[src/rtl/prs_pkg.sv]
package prs_pkg;

  typedef enum logic [1:0] {
    LANE_POLL   = 2'd0,
    LANE_TOGGLE = 2'd1,
    LANE_DATA   = 2'd2
  } lane_kind_e;

  // Role of a byte lane: top bit polls, next bit alternates, rest carry data
  function automatic lane_kind_e lane_of(input int idx, input int width);
    if (idx == width - 1)      return LANE_POLL;
    else if (idx == width - 2) return LANE_TOGGLE;
    else                       return LANE_DATA;
  endfunction

endpackage

[src/rtl/prs_edge.sv]
module prs_edge (
  input  logic clk,
  input  logic rst_n,
  input  logic level_i,
  output logic rise_o
);
  logic level_q;

  always_ff @(posedge clk) begin
    if (!rst_n) level_q <= 1'b0;
    else        level_q <= level_i;
  end

  assign rise_o = level_i & ~level_q;
endmodule

[src/rtl/prs_toggle.sv]
module prs_toggle (
  input  logic clk,
  input  logic rst_n,
  input  logic busy_i,
  input  logic acc_i,
  output logic tgl_o
);
  logic seen_q;
  logic tgl_q;

  // First busy read of an interval reports 0; later ones follow the register
  assign tgl_o = seen_q ? tgl_q : 1'b0;

  always_ff @(posedge clk) begin
    if (!rst_n) begin
      seen_q <= 1'b0;
      tgl_q  <= 1'b0;
    end else if (!busy_i) begin
      seen_q <= 1'b0;
    end else if (acc_i) begin
      seen_q <= 1'b1;
      tgl_q  <= ~tgl_o;
    end
  end
endmodule

[src/rtl/prs_format.sv]
module prs_format #(
  parameter int DW = 8,
  parameter int AW = 19
) (
  input  logic          busy_i,
  input  logic          tgl_i,
  input  logic [AW-1:0] rd_addr_i,
  input  logic [AW-1:0] last_addr_i,
  input  logic [DW-1:0] last_data_i,
  input  logic [DW-1:0] array_data_i,
  output logic [DW-1:0] byte_o
);
  import prs_pkg::*;

  logic addr_hit;
  assign addr_hit = (rd_addr_i == last_addr_i);

  for (genvar i = 0; i < DW; i++) begin : g_lane
    if (lane_of(i, DW) == LANE_POLL) begin : g_poll
      assign byte_o[i] = busy_i ? ~last_data_i[i] : array_data_i[i];
    end else if (lane_of(i, DW) == LANE_TOGGLE) begin : g_tgl
      assign byte_o[i] = busy_i ? tgl_i : array_data_i[i];
    end else begin : g_data
      assign byte_o[i] = (busy_i && addr_hit) ? last_data_i[i] : array_data_i[i];
    end
  end
endmodule

[src/rtl/prog_status_reader.sv]
module prog_status_reader #(
  parameter int DW = 8,
  parameter int AW = 19
) (
  input  logic          clk,
  input  logic          rst_n,
  input  logic          busy_i,
  input  logic          rd_strobe_i,
  input  logic [AW-1:0] rd_addr_i,
  input  logic [AW-1:0] last_addr_i,
  input  logic [DW-1:0] last_data_i,
  input  logic [DW-1:0] array_data_i,
  output logic [DW-1:0] rd_data_o
);
  logic          acc_evt;
  logic          tgl_bit;
  logic [DW-1:0] next_byte;

  prs_edge u_edge (
    .clk     (clk),
    .rst_n   (rst_n),
    .level_i (rd_strobe_i),
    .rise_o  (acc_evt)
  );

  prs_toggle u_tgl (
    .clk    (clk),
    .rst_n  (rst_n),
    .busy_i (busy_i),
    .acc_i  (acc_evt),
    .tgl_o  (tgl_bit)
  );

  prs_format #(.DW(DW), .AW(AW)) u_fmt (
    .busy_i       (busy_i),
    .tgl_i        (tgl_bit),
    .rd_addr_i    (rd_addr_i),
    .last_addr_i  (last_addr_i),
    .last_data_i  (last_data_i),
    .array_data_i (array_data_i),
    .byte_o       (next_byte)
  );

  always_ff @(posedge clk) begin
    if (!rst_n)       rd_data_o <= '0;
    else if (acc_evt) rd_data_o <= next_byte;
  end
endmodule

[config.mk]
export PLATFORM = sky130hd
export DESIGN_NAME = prog_status_reader
export DESIGN_NICKNAME = d
export VERILOG_FILES = /design/src/rtl/prs_pkg.sv /design/src/rtl/prs_edge.sv /design/src/rtl/prs_toggle.sv /design/src/rtl/prs_format.sv /design/src/rtl/prog_status_reader.sv
export SDC_FILE = /design/constraint.sdc
export NUM_CORES = 1
export LEC_CHECK = 0
export ABC_AREA = 1
export BUFFER_PORTS_ARGS = -buffer_cell sky130_fd_sc_hd__buf_2
export CAP_MARGIN = 40
export CORE_MARGIN = 5
export CORE_UTILIZATION = 36
export CTS_CLUSTER_DIAMETER = 40
export DETAILED_ROUTE_END_ITERATION = 7
export GPL_TIMING_DRIVEN = 0
export PLACE_DENSITY = 0.83
export SETUP_SLACK_MARGIN = 0.2
export SLEW_MARGIN = 20
export SYNTH_ARGS = -nofsm -noshare
export SYNTH_HDL_FRONTEND = slang
export SYNTH_SLANG_ARGS = --single-unit
[constraint.sdc]
create_clock -name clk -period 1.15 [get_ports clk]
set_input_delay 0.345 -clock clk [delete_from_list [all_inputs] [get_ports clk]]
set_output_delay 0.345 -clock clk [all_outputs]
set_load 0.01 [all_outputs]
==> results.sh <==
export IMPL_status="finished, violations left"
export IMPL_violated_checks="negative setup slack"
export IMPL_worstPathMaxFanout=6
export IMPL_row_count=18
export IMPL_synth_seq_area_share_pct=24.6
export IMPL_antenna_diode_count=0
export IMPL_dpl_hpwl_um=2030
export IMPL_synth_area_um2=895
export IMPL_post_synth_inst_count=157
export IMPL_maxSlewHeadroom_pct=83.6
export IMPL_synth_nets=215
export IMPL_fmaxAchievable_mhz=825
export IMPL_die_w_um=59.9
export IMPL_ir_drop_v=0.000636
export IMPL_dieArea_um2=3580
export IMPL_grt_first_pass_wirelength_um=4140
export IMPL_numClockSinks=11
export IMPL_setup_worst_path_start_class="input port"
export IMPL_timing_final_crit_share_pct=105
export IMPL_ios=66
export IMPL_insertion_delay_ps=270
export IMPL_cellLeakagePower_nw=0.942
export IMPL_clock_tree_htree_level_count=1
export IMPL_viasPerCell=4.51
export IMPL_yosys_cell_types_count=21
export IMPL_start_util_pct=36.8
export IMPL_yosysMostFrequentCell="nand2_1"
export IMPL_finalMaxSlewViolations=0
export IMPL_largest_net_degree_at_the_start_of_global_routing=11
export IMPL_detail_route_first_pass_iterations=4
export IMPL_routabilityCongestion=0.760
export IMPL_drc=0
export IMPL_synth_enable_flop_cells=0
export IMPL_synth_top_cell_area_share_pct=24.6
export IMPL_pd_cells_nw_per_um2=702
export IMPL_number_of_antenna_violations_at_the_first_check_in_global_routing=0
export IMPL_grt_overflow_total=0
export IMPL_total_of_warnings_raised_by_yosys=0
export IMPL_setup_violations=6
export IMPL_maxCapViolations=0
export IMPL_routed_via_count=1196
export IMPL_worst_setup_hold_path_clk_slew_ps=80
export IMPL_fin_worst_skew_ps=4.64
export IMPL_finalWirelength_um=2900
export IMPL_cts_root_buf="clkbuf_4"
export IMPL_unrepaired_setup_endpoints_after_global_routing="true"
export IMPL_grt_pass1_vias=1086
export IMPL_clk_path_buf_depth=2
export IMPL_synth_top_cells_by_area="dfxtp_1, nand2_1, inv_1"
export IMPL_layout_drive_gt1_share_pct=54.0
export IMPL_placement_io_buffers=64
export IMPL_design_final_nets=294
export IMPL_synth_async_sr_flop_share_pct=0
export IMPL_die_h_um=59.9
export IMPL_place_worst_setup_slack_ps=-308
export IMPL_timing_final_hold_violations=0
export IMPL_finalCoreUtilization_pct=67.3
export IMPL_timing_critical_path_arrival_ps=1380
export IMPL_final_critical_path_setup_slack_ps=-61.8
export IMPL_area_growth_synth_to_final_pct=83.1
export IMPL_routedWlPerCell_um=11.0
export IMPL_crit_path_end_kind="register"
export IMPL_hp_class="input port to register"
export IMPL_synth_flop_cell="dfxtp_1"
export IMPL_cts_hold_buf=0
export IMPL_path_class="input port to register"
export IMPL_crit_required_ps=1320
export IMPL_cts_buffers_inserted=3
export IMPL_core_area_um2=2430
export IMPL_synthDominantAreaCellType="dfxtp_1"
export IMPL_tightestPinTransition_ps=245
export IMPL_final_antenna_net_count=0
export IMPL_track_usage_pct=14.8
export IMPL_cts_tree="done"
export IMPL_yosys_top_cells_count="nand2_1, inv_1, nor2_1, dfxtp_1, nand3_1"
export IMPL_drt_initial_drc_count=78
export IMPL_ys_ff_latch=11
export IMPL_setup_tns_ps=-186
export IMPL_per_instance_average_area_after_synthesis_um2=5.70
export IMPL_finalWorstPathRequiredPeriod_ps=1210
## critical path: stages
cell     delay [ps]
buf_6            90
xor2_1          160
nor2_2          130
nand2_2          90
nor2_8          160
nand3_4         120
nand2_1          90
nand3_1          70
nand2_1          70
inv_1            40
## per-layer routing
layer	wire [um]	GRT usage, %
met1	1070	15.9
met2	1580	27.8
met3	240	4.32
met4	8	3.48
met5	0	0
## final cells by class
| cell class | count | area [um2] |
|---|---|---|
| clock buffer | 3 | 22.5 |
| clock inverter | 1 | 5.00 |
| tap | 30 | 37.5 |
| timing repair buffer | 74 | 574 |
| inverter | 34 | 138 |
| sequential | 11 | 231 |
| buffer | 1 | 11.3 |
| multi-input combinational | 111 | 618 |
| fill | 210 | 795 |
## final timing paths
path                            cells after the start                       from                         to  slack (ps)
worst max register to register                      5  u_edge.level_q$_SDFF_PN0_   u_tgl.tgl_q$_SDFFE_PN0P_         160
worst min-delay path                                3                      rst_n  u_edge.level_q$_SDFF_PN0_         320
worst min register to register                      2  rd_data_o[7]$_SDFFE_PN0P_  rd_data_o[7]$_SDFFE_PN0P_         470
worst max-delay path                               10            last_addr_i[14]  rd_data_o[4]$_SDFFE_PN0P_         -60
## stage by stage
step,hold slack (ps),instances,area [um2],total power (W)
after CTS,298,261,1480,0.00109
after global placement,457,251,1270,0.000753
final,321,265,1640,0.00115
after floorplan,438,157,915,0.000609
after global routing,329,265,1640,0.00123
after detailed placement,461,251,1270,0.000760
## report_power, final
group,leakage [nW],internal (W),switching (W)
clock,0.0177,0.000129,0.000145
combinational,0.830,0.000242,0.000204
sequential,0.0939,0.000411,0.0000191
## state kept, by name, summed over array words and instances, names as in the netlist
register	cells
rd_data_o	8
u_edge.level_q	1
u_tgl.seen_q	1
u_tgl.tgl_q	1
## cells in the final DEF, fill, tap and decap left out, drive strengths merged
| master | count |
|---|---|
| dfxtp | 11 |
| clkbuf | 3 |
| nand4 | 6 |
| buf | 75 |
| clkinv | 2 |
| inv | 33 |
| nor2 | 27 |
| o211a | 1 |
| o21ai | 6 |
| a31oi | 1 |
| nand2 | 54 |
| xor2 | 1 |
| a21oi | 2 |
| xnor2 | 4 |
| nand3 | 9 |
## kinds of logic after synthesis
| group | count (synthesis) | synth area share (%) |
|---|---|---|
| compound gates | 10 | 6.29 |
| buf+inv | 35 | 15.5 |
| xor+xnor | 5 | 4.89 |
| flops | 11 | 24.6 |
| simple gates | 96 | 48.7 |
## repair_timing
item                                    4_1_cts  5_1_grt
pin swaps                                    25       20
endpoints found under the hold margin         0        0
resized for setup                            31       36
buffers inserted                              6        4
endpoints found under the setup margin       16       17
Power figures use the tool's default switching activity.
